File: config.mk
export PLATFORM = sky130hd
export DESIGN_NAME = ocmp_top
export DESIGN_NICKNAME = d
export VERILOG_FILES = /design/src/rtl/ocmp_pkg.sv /design/src/rtl/ocmp_cmp_regs.sv /design/src/rtl/ocmp_channel.sv /design/src/rtl/ocmp_flags.sv /design/src/rtl/ocmp_top.sv
export SDC_FILE = /design/constraint.sdc
export NUM_CORES = 1
export LEC_CHECK = 0
export BUFFER_PORTS_ARGS = -buffer_cell sky130_fd_sc_hd__clkbuf_2
export CAP_MARGIN = 20
export CORE_MARGIN = 5
export CORE_UTILIZATION = 60
export CTS_CLUSTER_DIAMETER = 30
export DETAILED_ROUTE_END_ITERATION = 10
export GPL_TIMING_DRIVEN = 0
export PLACE_DENSITY_LB_ADDON = 0.3
export SLEW_MARGIN = 20
export SYNTH_ARGS = -nofsm -noshare
export SYNTH_HDL_FRONTEND = slang
export SYNTH_SLANG_ARGS = --single-unit
File: constraint.sdc
create_clock -name clk -period 7.8 [get_ports clk]
set_input_delay 0.78 -clock clk [delete_from_list [all_inputs] [get_ports clk]]
set_output_delay 0.78 -clock clk [all_outputs]
set_load 0.005 [all_outputs]
File: src/rtl/ocmp_pkg.sv
package ocmp_pkg;

    localparam int CNT_W   = 16;
    localparam int DATA_W  = 8;
    localparam int ADDR_W  = 4;
    localparam int NUM_CMP = 5;
    localparam int NUM_CAP = 3;
    localparam int CHAN_W  = 3;

    typedef enum logic [1:0] {
        ACC_NONE,
        ACC_CMP,
        ACC_FLAG_CLR,
        ACC_ENABLE
    } acc_kind_e;

    typedef struct packed {
        acc_kind_e          kind;
        logic [CHAN_W-1:0]  chan;
        logic               hi_byte;
    } acc_dec_t;

    // Address map: compare bytes first (high then low per channel),
    // then flag clear, then enable; anything above is unused.
    function automatic acc_dec_t decode_addr(input logic [ADDR_W-1:0] a,
                                             input int n_cmp);
        acc_dec_t d;
        d.kind    = ACC_NONE;
        d.chan    = '0;
        d.hi_byte = 1'b0;
        if (32'(a) < 2 * n_cmp) begin
            d.kind    = ACC_CMP;
            d.chan    = CHAN_W'(a >> 1);
            d.hi_byte = ~a[0];
        end else if (32'(a) == 2 * n_cmp) begin
            d.kind = ACC_FLAG_CLR;
        end else if (32'(a) == 2 * n_cmp + 1) begin
            d.kind = ACC_ENABLE;
        end
        return d;
    endfunction

    // Flag position of compare channel index c (0-based): top bits first.
    function automatic int cmp_flag_pos(input int c, input int flag_w);
        return flag_w - 1 - c;
    endfunction

endpackage

File: src/rtl/ocmp_cmp_regs.sv
module ocmp_cmp_regs
    import ocmp_pkg::*;
#(
    parameter int N_CMP = NUM_CMP,
    parameter int CW    = CNT_W,
    parameter int DW    = DATA_W,
    parameter int AW    = ADDR_W,
    parameter int FW    = NUM_CMP + NUM_CAP
) (
    input  logic                      clk,
    input  logic                      rst,
    input  logic                      wr_en_i,
    input  logic [AW-1:0]             wr_addr_i,
    input  logic [DW-1:0]             wr_data_i,
    output logic [N_CMP-1:0][CW-1:0]  cmp_o,
    output logic [N_CMP-1:0]          rearm_o,
    output logic [FW-1:0]             clr_mask_o,
    output logic                      ena_wr_o,
    output logic [FW-1:0]             ena_data_o
);

    localparam int HI_LSB = CW - DW;

    acc_dec_t dec;
    logic [N_CMP-1:0][CW-1:0] cmp_q;

    always_comb begin
        dec = decode_addr(wr_addr_i, N_CMP);
    end

    assign ena_wr_o   = wr_en_i && (dec.kind == ACC_ENABLE);
    assign ena_data_o = FW'(wr_data_i);
    assign clr_mask_o = (wr_en_i && (dec.kind == ACC_FLAG_CLR)) ? FW'(wr_data_i) : '0;

    for (genvar c = 0; c < N_CMP; c++) begin : g_chan
        logic hit_this;
        assign hit_this = wr_en_i && (dec.kind == ACC_CMP) && (dec.chan == CHAN_W'(c));

        always_ff @(posedge clk) begin
            if (rst) begin
                cmp_q[c] <= '0;
            end else if (hit_this) begin
                if (dec.hi_byte) begin
                    cmp_q[c][CW-1:HI_LSB] <= wr_data_i;
                end else begin
                    cmp_q[c][DW-1:0] <= wr_data_i;
                end
            end
        end

        assign rearm_o[c] = hit_this || ena_wr_o;
    end

    assign cmp_o = cmp_q;

    // Compare values only move on a byte write.
    assert_cmp_hold_R2: assert property (@(posedge clk) disable iff (rst)
        !wr_en_i |=> $stable(cmp_q));

endmodule

File: src/rtl/ocmp_channel.sv
module ocmp_channel #(
    parameter int CW = ocmp_pkg::CNT_W
) (
    input  logic           clk,
    input  logic           rst,
    input  logic [CW-1:0]  cnt_i,
    input  logic [CW-1:0]  prev_i,
    input  logic           prev_valid_i,
    input  logic [CW-1:0]  cmp_i,
    input  logic           rearm_i,
    output logic           hit_o
);

    logic [CW-1:0] dist_cmp;
    logic [CW-1:0] dist_step;

    // Window (prev, cnt] modulo 2^CW: the compare value lies inside when
    // its distance back from cnt is shorter than the step just taken.
    assign dist_cmp  = cnt_i - cmp_i;
    assign dist_step = cnt_i - prev_i;
    assign hit_o     = prev_valid_i && !rearm_i && (dist_cmp < dist_step);

    // A match needs a count step.
    assert_step_needed_R5: assert property (@(posedge clk) disable iff (rst)
        hit_o |-> (cnt_i != prev_i));

endmodule

File: src/rtl/ocmp_flags.sv
module ocmp_flags #(
    parameter int FW = ocmp_pkg::NUM_CMP + ocmp_pkg::NUM_CAP
) (
    input  logic           clk,
    input  logic           rst,
    input  logic [FW-1:0]  set_vec_i,
    input  logic [FW-1:0]  clr_mask_i,
    input  logic           ena_wr_i,
    input  logic [FW-1:0]  ena_data_i,
    output logic [FW-1:0]  flag_o,
    output logic           irq_o
);

    logic [FW-1:0] flag_q;
    logic [FW-1:0] ena_q;

    always_ff @(posedge clk) begin
        if (rst) begin
            flag_q <= '0;
            ena_q  <= '0;
        end else begin
            flag_q <= (flag_q & ~clr_mask_i) | set_vec_i;
            if (ena_wr_i) begin
                ena_q <= ena_data_i;
            end
        end
    end

    assign flag_o = flag_q;
    assign irq_o  = |(flag_q & ena_q);

    // Every set request lands, even against a clear.
    assert_set_lands_R6: assert property (@(posedge clk) disable iff (rst)
        (set_vec_i != '0) |=> ((flag_q & $past(set_vec_i)) == $past(set_vec_i)));

    // With no clear and no set, flags hold.
    assert_flag_hold_R6: assert property (@(posedge clk) disable iff (rst)
        (clr_mask_i == '0 && set_vec_i == '0) |=> (flag_q == $past(flag_q)));

    // No flag rises without a source.
    assert_no_spurious_R3: assert property (@(posedge clk) disable iff (rst)
        (flag_q & ~$past(flag_q) & ~$past(set_vec_i)) == '0);

    // The request only drops after a clear or an enable write.
    assert_irq_fall_R7: assert property (@(posedge clk) disable iff (rst)
        $fell(irq_o) |-> $past(clr_mask_i != '0 || ena_wr_i));

endmodule

File: src/rtl/ocmp_top.sv
module ocmp_top
    import ocmp_pkg::*;
#(
    parameter int N_CMP = NUM_CMP,
    parameter int N_CAP = NUM_CAP,
    parameter int CW    = CNT_W,
    parameter int DW    = DATA_W,
    parameter int AW    = ADDR_W
) (
    input  logic                    clk,
    input  logic                    rst,
    input  logic [CW-1:0]           cnt_i,
    input  logic                    wr_en_i,
    input  logic [AW-1:0]           wr_addr_i,
    input  logic [DW-1:0]           wr_data_i,
    input  logic [N_CAP-1:0]        cap_set_i,
    output logic [N_CMP+N_CAP-1:0]  flag_o,
    output logic                    irq_o
);

    localparam int FW = N_CMP + N_CAP;

    logic [CW-1:0]             prev_q;
    logic                      prev_valid_q;
    logic [N_CMP-1:0][CW-1:0]  cmp;
    logic [N_CMP-1:0]          rearm;
    logic [N_CMP-1:0]          hit;
    logic [FW-1:0]             clr_mask;
    logic                      ena_wr;
    logic [FW-1:0]             ena_data;
    logic [FW-1:0]             set_vec;

    always_ff @(posedge clk) begin
        if (rst) begin
            prev_q       <= '0;
            prev_valid_q <= 1'b0;
        end else begin
            prev_q       <= cnt_i;
            prev_valid_q <= 1'b1;
        end
    end

    ocmp_cmp_regs #(
        .N_CMP (N_CMP),
        .CW    (CW),
        .DW    (DW),
        .AW    (AW),
        .FW    (FW)
    ) u_regs (
        .clk        (clk),
        .rst        (rst),
        .wr_en_i    (wr_en_i),
        .wr_addr_i  (wr_addr_i),
        .wr_data_i  (wr_data_i),
        .cmp_o      (cmp),
        .rearm_o    (rearm),
        .clr_mask_o (clr_mask),
        .ena_wr_o   (ena_wr),
        .ena_data_o (ena_data)
    );

    for (genvar c = 0; c < N_CMP; c++) begin : g_cmp
        ocmp_channel #(.CW(CW)) u_chan (
            .clk          (clk),
            .rst          (rst),
            .cnt_i        (cnt_i),
            .prev_i       (prev_q),
            .prev_valid_i (prev_valid_q),
            .cmp_i        (cmp[c]),
            .rearm_i      (rearm[c]),
            .hit_o        (hit[c])
        );
        assign set_vec[cmp_flag_pos(c, FW)] = hit[c];
    end

    assign set_vec[N_CAP-1:0] = cap_set_i;

    ocmp_flags #(.FW(FW)) u_flags (
        .clk        (clk),
        .rst        (rst),
        .set_vec_i  (set_vec),
        .clr_mask_i (clr_mask),
        .ena_wr_i   (ena_wr),
        .ena_data_i (ena_data),
        .flag_o     (flag_o),
        .irq_o      (irq_o)
    );

    // A written channel detects nothing on the write edge.
    assert_rearm_quiet_R8: assert property (@(posedge clk) disable iff (rst)
        ((rearm & hit) == '0));

endmodule

==> impl_metrics.env, run 1 <==
export IMPL_status="complete, no violations"
export IMPL_p_per_area_mw_per_mm2=184.2
export IMPL_fmax_ghz=0.2075
export IMPL_clockBufferDepth=2
export IMPL_timing_slew_headroom_pct=30.43
export IMPL_postSynthAreaPerCell_um2=8.151
export IMPL_drc_errors=0
export IMPL_ant_nets=0
export IMPL_utilization_pct=68.01
export IMPL_dpl_hpwl_mm=21.84
export IMPL_port_buffers=37
export IMPL_cts_made_buffers=17
export IMPL_setup_viol=0
export IMPL_yosys_area_top_type="dfxtp_1"
export IMPL_setup_tns_ns=0
export IMPL_grt_max_degree=17
export IMPL_routed_via_density=6.137
export IMPL_drtPass1Iterations=7
export IMPL_maxCapViolCount=0
export IMPL_crit_required_ns=8.13
export IMPL_die_y_um=141.0
export IMPL_period_share_pct=61.79
export IMPL_clk_pin_slew_ns=0.05
export IMPL_drive_gt1_share_pct=8.934
export IMPL_grt_first_pass_wirelength_mm=44.84
export IMPL_start_kind="input pin"
export IMPL_cellLeakagePower_nw=4.567
export IMPL_holdPathStages=2
export IMPL_post_cts_setup_buffer_count=0
export IMPL_drtIter0Drc=736
export IMPL_coreArea_mm2=0.01670
export IMPL_worst_pin_slew_ns=1.040
export IMPL_wl_mm=28.68
export IMPL_report_final_slew_viol_count=0
export IMPL_post_drt_wl_per_cell_um=18.48
export IMPL_cts_tree="yes"
export IMPL_finClkSkew_ns=0.007345
export IMPL_io_pins=43
export IMPL_die_area_mm2=0.01988
export IMPL_initial_core_util_pct=61.64
export IMPL_crit_chain="clkbuf_2 > inv_1 > ha_1 > inv_1 > fa_1 > a211oi_2 > o21ai_2 > nand4_1 > nand4b_1 > a21o_1 > a21o_1 > a21oi_1 > xor2_1 > ha_1 > and4_1 > o2111ai_1 > a21oi_2 > o22ai_1 > nand2b_1 > o311ai_1 > a311oi_1 > nor3_1"
export IMPL_synthTopCellsByCount="155 x ha_1, 120 x inv_1, 117 x nor2_1, 113 x dfxtp_1, 100 x a21oi_1"
export IMPL_synth_top_cell_area_share_pct=21.97
export IMPL_grt_pass1_vias=9126
export IMPL_grt_total_usage_pct=28.49
export IMPL_ys_warn_count=0
export IMPL_crit_type="input pin to flip-flop"
export IMPL_synth_edf_count=0
export IMPL_synth_area_leaders="dfxtp_1 22%, ha_1 19%, mux2i_1 5.6%"
export IMPL_holdBufCountCts=0
export IMPL_min_path_type="flip-flop to flip-flop"
export IMPL_grt_antenna_before_repair=0
export IMPL_ys_ff_latch=113
export IMPL_cp_max_fo=7
export IMPL_rsz0062_at_grt="false"
export IMPL_yosysSeqAreaShare_pct=21.97
export IMPL_rr_worst_depth=19
export IMPL_synth_most_common_cell="ha_1"
export IMPL_syn_to_final_growth_pct=10.33
export IMPL_irDropWorstVdd_mv=0.1665
export IMPL_cts_max_level=4
export IMPL_final_hold_violation_count=0
export IMPL_clkSinkCount=113
export IMPL_rows=47
export IMPL_overflow=0
export IMPL_clk_insertion_delay_late_ns=0.43
export IMPL_syn_nets=1458
export IMPL_nets=1514
export IMPL_vias=9525
export IMPL_cp_slowest_stage_delay_ns=0.57
export IMPL_syn_inst=1263
export IMPL_n_antenna_cell=0
export IMPL_nFillCells=1435
export IMPL_synth_distinct_cells=87
export IMPL_cts_resized=0
export IMPL_routabilityCongestion=0.9776
export IMPL_yosys_most_used_dff="dfxtp_1"
export IMPL_async_flop_share_pct=0
export IMPL_critical_path_slowest_cell="xor2_1"
export IMPL_syn_area_mm2=0.01029
export IMPL_die_w_um=141.0
export IMPL_fin_crit_ns=4.820
export IMPL_arrival_ns=5.15
export IMPL_end_kind="flip-flop"
export IMPL_root_buffer="clkbuf_16"
## cells by family (layout without fill, tap and decap cells)
| group | Yosys count | in the layout | synth area share, % |
|---|---|---|---|
| buffers and inverters | 158 | 227 | 6.101 |
| and+or+nand+nor | 389 | 389 | 19.17 |
| DFF | 113 | 113 | 21.97 |
| xor gates and xnor gates | 64 | 64 | 5.591 |
| adders and majority gates | 162 | 162 | 20.11 |
| muxes | 61 | 61 | 6.040 |
| AOI/OAI and AO/OA | 316 | 316 | 21.01 |
## state kept, by name, summed over array words and instances (netlist names)
register and count:
u_regs.cmp_o 80, prev_q 16, u_flags.ena_q 8, u_flags.flag_o 8, prev_valid_q 1
## cells in the final DEF (no fill, tap or decap), types with 7 or more instances in the layout
cell	n
nand2b_1	19
nand3_1	48
ha_1	155
xnor2_1	41
mux2i_1	58
a21boi_0	7
inv_1	120
clkbuf_1	28
o211ai_1	8
a21o_1	29
o21a_1	18
or3_1	7
a31oi_1	7
dfxtp_1	113
o31a_1	8
and3_1	7
nor3_1	17
a211oi_1	14
clkbuf_2	37
o2111ai_1	12
clkbuf_16	17
nor2_1	117
nor2b_1	32
a21oi_1	100
o21ai_0	49
xor2_1	21
nand2_1	89
## critical path: cells and delay by family
family	cells	cell delay, ns
xor+xnor	1	0.57
buf+inv	3	0.36
compound gates	10	1.65
simple gates	5	0.78
fa+ha+maj	3	1.01
## per-layer routing
metal  part of all wire [%]  track usage, %  vias to the layer above
met2                     46           47.45                      366
met4                    3.4           10.76                        0
li1                       -               -                     4624
met3                    7.9           4.267                       91
met5                      0               0                        -
met1                     43           37.35                     4444
## path summary, 6_finish.rpt
path                    from           endpoint  slack, ns
max                 cnt_i[0]  u_flags.flag_o[6]       2.98
min          u_regs.cmp_o[3]    u_regs.cmp_o[3]       0.45
max reg2reg        prev_q[1]  u_flags.flag_o[6]       3.32
min reg2reg  u_regs.cmp_o[3]    u_regs.cmp_o[3]       0.45
## power breakdown
part / leakage, nW / internal [mW] / switching, mW
Clock: 0.293 / 0.511 / 0.302
Combinational: 3.35 / 0.272 / 0.398
Sequential: 0.919 / 0.595 / 0.0152
Total: 4.57 / 1.38 / 0.715
## metrics by stage
step / instances / setup slack, ns / total power [mW] / instance area, um2 / hold WS (ns)
floorplan: 1263 / 3.530 / 1.094 / 10290 / 0.4363
global placement: 1520 / 2.716 / 1.249 / 10760 / 0.4426
detailed placement: 1520 / 2.668 / 1.272 / 10760 / 0.4463
CTS: 1552 / 3.094 / 2.081 / 11360 / 0.4536
global route: 1552 / 2.706 / 2.192 / 11360 / 0.4774
finish: 1552 / 2.980 / 2.092 / 11360 / 0.4538
## cell type report
cell class	instances	area [um2]	share of cell area, %
plain buffers	38	177.7	1.564
clock buffers	19	442.9	3.900
clock inverters	13	160.2	1.410
inverters	120	450.4	3.966
multi-input cells	992	7405	65.19
flip-flops and latches	113	2262	19.92
well taps	220	275.3	2.423
repair buffers	37	185.2	1.630
(Power assumes the default switching activity.)
==> inputs of run 2 (changes only) <==
- clock period: 7.8 -> 4.72 ns (I/O delays scaled with it)
==> run 2 against run 1 <==
Worst hold slack worse by 0.20 ns; die area is the same; utilization rose by 0.090 points; final area up 0.13%; via count up 0.27%; clock-buffer cell count stayed put; critical path depth fell by 2; sequential power rose by 66%; total power up 65%; clock power up 65%; first-iteration DRC count up 8.4%; largest cell class unchanged.
==> impl_metrics.env, run 2 (synthesis results as in run 1) <==
export IMPL_switching_share_pct=34.20
export IMPL_wl_met1_mm=12.24
export IMPL_initial_core_util_pct=61.64
export IMPL_clkSinkCount=113
export IMPL_routed_via_density=6.154
export IMPL_vias=9551
export IMPL_final_hold_violation_count=0
export IMPL_rsz0062_at_grt="false"
export IMPL_setup_viol=0
export IMPL_utilization_pct=68.10
export IMPL_die_area_mm2=0.01988
export IMPL_r2r_start="prev_q[1]"
export IMPL_cts_made_buffers=17
export IMPL_grt_max_degree=17
export IMPL_root_buffer="clkbuf_16"
export IMPL_drc_errors=0
export IMPL_p_int_mw=2.278
export IMPL_port_buffers=37
export IMPL_arrival_ns=4.76
export IMPL_r2r_end="u_flags.flag_o[6]"
export IMPL_n_antenna_cell=0
export IMPL_min_path_type="input pin to flip-flop"
export IMPL_fin_crit_ns=4.457
export IMPL_irDropWorstVdd_mv=0.2721
export IMPL_period_share_pct=94.44
export IMPL_p_sw_mw=1.183
export IMPL_combPwrFrac_pct=32.1
export IMPL_report_final_slew_viol_count=0
export IMPL_crit_required_ns=5.02
export IMPL_syn_to_final_growth_pct=10.48
export IMPL_drive_gt1_share_pct=9.084
export IMPL_clockBufferDepth=2
export IMPL_clkPwrFrac_pct=38.8
export IMPL_holdPathStages=3
export IMPL_crit_type="input pin to flip-flop"
export IMPL_seq_power_share_pct=29.1
export IMPL_p_per_area_mw_per_mm2=304.3
export IMPL_rows=47
export IMPL_dpl_hpwl_mm=21.84
export IMPL_reg2reg_slack_ns=0.36
export IMPL_cts_tree="yes"
export IMPL_holdPathEnd="u_flags.flag_o[1]"
export IMPL_dp_cells=1520
export IMPL_start_kind="input pin"
export IMPL_largest_register_ffs=80
export IMPL_routed_top_layer="met4"
export IMPL_grt_total_usage_pct=28.49
export IMPL_post_drt_wl_per_cell_um=18.49
export IMPL_holdBufCountCts=0
export IMPL_met2_length_mm=13.29
export IMPL_ant_nets=0
export IMPL_coreArea_mm2=0.01670
export IMPL_grt_first_pass_wirelength_mm=44.84
export IMPL_nets=1514
export IMPL_io_pins=43
export IMPL_fmax_ghz=0.2243
export IMPL_clk_pin_slew_ns=0.06
export IMPL_grt_pass1_vias=9126
export IMPL_worstHoldStart="cap_set_i[1]"
export IMPL_finClkSkew_ns=0.006681
export IMPL_rr_worst_depth=19
export IMPL_drtPass1Iterations=5
export IMPL_grt_antenna_before_repair=0
export IMPL_cp_max_fo=8
export IMPL_met3WireLength_mm=2.302
export IMPL_final_cell_mix="155 x ha_1, 120 x inv_1, 117 x nor2_1"
export IMPL_worst_slack_ns=0.2626
export IMPL_overflow=0
export IMPL_fin_cells=1552
export IMPL_routabilityCongestion=0.9776
export IMPL_die_y_um=141.0
export IMPL_end_kind="flip-flop"
export IMPL_setup_tns_ns=0
export IMPL_cts_max_level=4
export IMPL_die_w_um=141.0
export IMPL_pre_cts_slack_ns=-0.1043
export IMPL_post_cts_setup_buffer_count=0
export IMPL_drtIter0Drc=798
export IMPL_final_common_cell="ha_1"
export IMPL_wl_mm=28.70
export IMPL_cellLeakagePower_nw=4.573
export IMPL_timing_slew_headroom_pct=31.87
export IMPL_worst_pin_slew_ns=1.018
export IMPL_maxCapViolCount=0
export IMPL_cts_resized=0
export IMPL_status="complete, no violations"
export IMPL_clk_insertion_delay_late_ns=0.42
run 2: worst max path at each step:
stage / start / endpoint / slack, ns / depth (start not counted)
floorplan: cnt_i[0] / u_flags.flag_o[6] / 0.76 / 21
global placement: cnt_i[1] / u_flags.flag_o[6] / -0.06 / 19
detailed placement: cnt_i[1] / u_flags.flag_o[6] / -0.10 / 19
CTS: prev_q[1] / u_flags.flag_o[6] / 0.28 / 19
global route: cnt_i[0] / u_flags.flag_o[6] / 0.05 / 22
finish: cnt_i[1] / u_flags.flag_o[6] / 0.26 / 20
run 2: power groups by stage:
stage / Clock [mW] / Combinational (mW) / Sequential (mW)
2_1_floorplan: 0 / 0.789 / 1.02
3_3_place_gp: 0 / 1.04 / 1.03
3_5_place_dp: 0 / 1.07 / 1.03
4_1_cts: 1.34 / 1.09 / 1.01
5_1_grt: 1.39 / 1.22 / 1.01
6_report: 1.34 / 1.11 / 1.01
run 2: critical path, cell delays in order:
cell	delay, ns
clkbuf_2	0.26
inv_1	0.28
fa_1	0.51
inv_1	0.07
a21o_1	0.10
a21oi_1	0.12
o211a_1	0.28
o31ai_1	0.45
a31oi_1	0.21
mux2_2	0.26
o2111ai_1	0.14
ha_1	0.33
and4_1	0.26
o2111ai_1	0.16
a21oi_2	0.13
o22ai_1	0.11
nand2b_1	0.10
o311ai_1	0.11
a311oi_1	0.32
nor3_1	0.08
run 2: cell type report:
class / instances / area, um2
buffer: 38 / 177.7
clock buffer: 19 / 442.9
clock inverter: 13 / 160.2
fill: 1434 / 5328
inverter: 120 / 450.4
multi-input combinational: 992 / 7420
sequential: 113 / 2262
tap: 220 / 275.3
timing repair buffer: 37 / 185.2
run 2: per-layer routing:
metal  track usage (%)  up-vias
li1                  -     4623
met1             37.35     4471
met2             47.45      383
met3             4.267       74
met4             10.76        0
met5                 0        -
run 2: stage by stage:
| step | total power, mW | cell area [um2] | hold slack (ns) |
|---|---|---|---|
| after floorplan | 1.807 | 10290 | 0.4363 |
| after global placement | 2.064 | 10760 | 0.4426 |
| after detailed placement | 2.102 | 10760 | 0.4463 |
| after CTS | 3.439 | 11360 | 0.2502 |
| after global routing | 3.625 | 11370 | 0.2538 |
| final | 3.461 | 11370 | 0.2552 |
==> inputs of run 3 (changes only) <==
- CORE_UTILIZATION: 60 -> 55
==> run 3 against run 2 <==
Utilization shrank 6.6 points; wire length hardly changed; sequential power hardly changed; first-iteration DRC count down 27%; sequential share of layout area shrank 0.092 points; critical endpoint unchanged; critical path depth unchanged.
==> impl_metrics.env, run 3 (synthesis results as in run 1) <==
export IMPL_rows=50
export IMPL_arrival_ns=4.67
export IMPL_routed_via_density=5.995
export IMPL_cp_max_fo=8
export IMPL_timing_slew_headroom_pct=33.63
export IMPL_nets=1514
export IMPL_die_area_mm2=0.02155
export IMPL_period_share_pct=92.24
export IMPL_final_cell_mix="155 x ha_1, 120 x inv_1, 117 x nor2_1"
export IMPL_setup_tns_ns=0
export IMPL_seq_power_share_pct=28.7
export IMPL_wl_mm=28.72
export IMPL_holdBufCountCts=0
export IMPL_die_w_um=146.8
export IMPL_combPwrFrac_pct=31.5
export IMPL_root_buffer="clkbuf_16"
export IMPL_io_pins=43
export IMPL_initial_core_util_pct=55.41
export IMPL_final_common_cell="ha_1"
export IMPL_crit_chain="clkbuf_2 > inv_1 > fa_1 > inv_1 > a21o_1 > a21oi_1 > o211a_1 > o31ai_2 > a31oi_1 > mux2_2 > o2111ai_1 > ha_1 > and4_1 > o2111ai_1 > a21oi_2 > o22ai_1 > nand2b_1 > o311ai_1 > a311oi_1 > nor3_1"
export IMPL_finClkSkew_ns=0.006127
export IMPL_die_y_um=146.8
export IMPL_irDropWorstVdd_mv=0.2654
export IMPL_cp_startpoint="cnt_i[1]"
export IMPL_regArea_mm2=0.002262
export IMPL_p_sw_mw=1.180
export IMPL_fmax_ghz=0.2297
export IMPL_largest_register_ffs=80
export IMPL_fin_area_mm2=0.01143
export IMPL_utilization_pct=61.49
export IMPL_grt_first_pass_wirelength_mm=45.22
export IMPL_p_int_mw=2.328
export IMPL_drive_gt1_share_pct=9.309
export IMPL_clockBufferDepth=2
export IMPL_rr_worst_depth=19
export IMPL_cp_slowest_stage_delay_ns=0.53
export IMPL_multiInputGateArea_mm2=0.007431
export IMPL_drtPass1Iterations=5
export IMPL_overflow=0
export IMPL_critical_path_slowest_cell="fa_1"
export IMPL_total_power_mw=3.508
export IMPL_nFillCells=1658
export IMPL_crit_required_ns=5.03
export IMPL_worst_pin_slew_ns=0.9919
export IMPL_r2r_start="prev_q[3]"
export IMPL_clk_pin_slew_ns=0.06
export IMPL_setup_viol=0
export IMPL_n_antenna_cell=0
export IMPL_report_final_slew_viol_count=0
export IMPL_clkSinkCount=113
export IMPL_dpl_cell_area_mm2=0.01077
export IMPL_crit_type="input pin to flip-flop"
export IMPL_switching_share_pct=33.64
export IMPL_cts_resized=0
export IMPL_drc_errors=0
export IMPL_reg2reg_slack_ns=0.40
export IMPL_final_hold_violation_count=0
export IMPL_min_path_type="input pin to flip-flop"
export IMPL_coreArea_mm2=0.01858
export IMPL_cts_made_buffers=17
export IMPL_r2r_end="u_flags.flag_o[6]"
export IMPL_dp_cells=1534
export IMPL_rsz0062_at_grt="false"
export IMPL_vias=9388
export IMPL_syn_to_final_growth_pct=10.99
export IMPL_status="complete, no violations"
export IMPL_fin_crit_ns=4.354
export IMPL_start_kind="input pin"
export IMPL_grt_pass1_vias=9014
export IMPL_post_cts_setup_buffer_count=0
export IMPL_grt_antenna_before_repair=0
export IMPL_clkPwrFrac_pct=39.8
export IMPL_post_drt_wl_per_cell_um=18.34
export IMPL_port_buffers=37
export IMPL_fin_cells=1566
export IMPL_grt_max_degree=17
export IMPL_end_kind="flip-flop"
export IMPL_maxCapViolCount=0
export IMPL_routabilityCongestion=0.9396
export IMPL_p_per_area_mw_per_mm2=307.0
export IMPL_grt_total_usage_pct=26.30
export IMPL_crit_path_end="u_flags.flag_o[6]"
export IMPL_ant_nets=0
export IMPL_cts_max_level=4
export IMPL_cts_tree="yes"
export IMPL_dpl_hpwl_mm=22.18
export IMPL_clk_insertion_delay_late_ns=0.43
export IMPL_cellLeakagePower_nw=4.578
export IMPL_drtIter0Drc=586
## run 3: per-layer routing
metal,track usage [%],wire length [um]
met5,0,0
met4,9.548,838
met3,4.503,1843
met2,43.86,13190
met1,34.25,12850
## run 3: worst min-delay path by stage
stage,startpoint,endpoint,slack [ns],depth (start not counted)
6_report,cap_set_i[0],u_flags.flag_o[0],0.25,3
5_1_grt,cap_set_i[2],u_flags.flag_o[2],0.28,3
4_1_cts,cap_set_i[0],u_flags.flag_o[0],0.25,3
3_5_place_dp,u_regs.cmp_o[34],u_regs.cmp_o[34],0.45,2
3_3_place_gp,u_regs.cmp_o[34],u_regs.cmp_o[34],0.44,2
2_1_floorplan,u_regs.cmp_o[24],u_regs.cmp_o[24],0.44,2
## run 3: through the flow
step	setup WS [ns]	hold slack (ns)
detailed placement	-0.1551	0.4468
CTS	0.2316	0.2517
global placement	-0.08145	0.4418
finish	0.3662	0.2531
floorplan	0.7582	0.4363
global route	0.001997	0.2830
## run 3: power by group through the flow
| stage | combinational (mW) | sequential [mW] | clock [mW] |
|---|---|---|---|
| final | 1.11 | 1.01 | 1.39 |
| after CTS | 1.09 | 1.01 | 1.40 |
| after global placement | 1.04 | 1.03 | 0 |
| after floorplan | 0.789 | 1.02 | 0 |
| after global routing | 1.23 | 1.01 | 1.45 |
| after detailed placement | 1.08 | 1.03 | 0 |
## run 3: cell type report
class | count | share of cell area, %
Timing Repair Buffer | 37 | 1.621
Clock buffer | 18 | 3.844
Buffer | 38 | 1.555
Sequential cell | 113 | 19.80
Inverter | 120 | 3.942
Clock inverter | 14 | 1.643
Multi-Input combinational cell | 992 | 65.03
Tap cell | 234 | 2.562
## run 3: worst max-delay path, delay by kind of cell
family | cells | cell delay (ns)
AO/OA/AOI/OAI | 11 | 2.01
adder cells (fa/ha/maj) | 2 | 0.84
buffers and inverters | 3 | 0.60
multiplexers | 1 | 0.26
AND/OR/NAND/NOR | 3 | 0.45
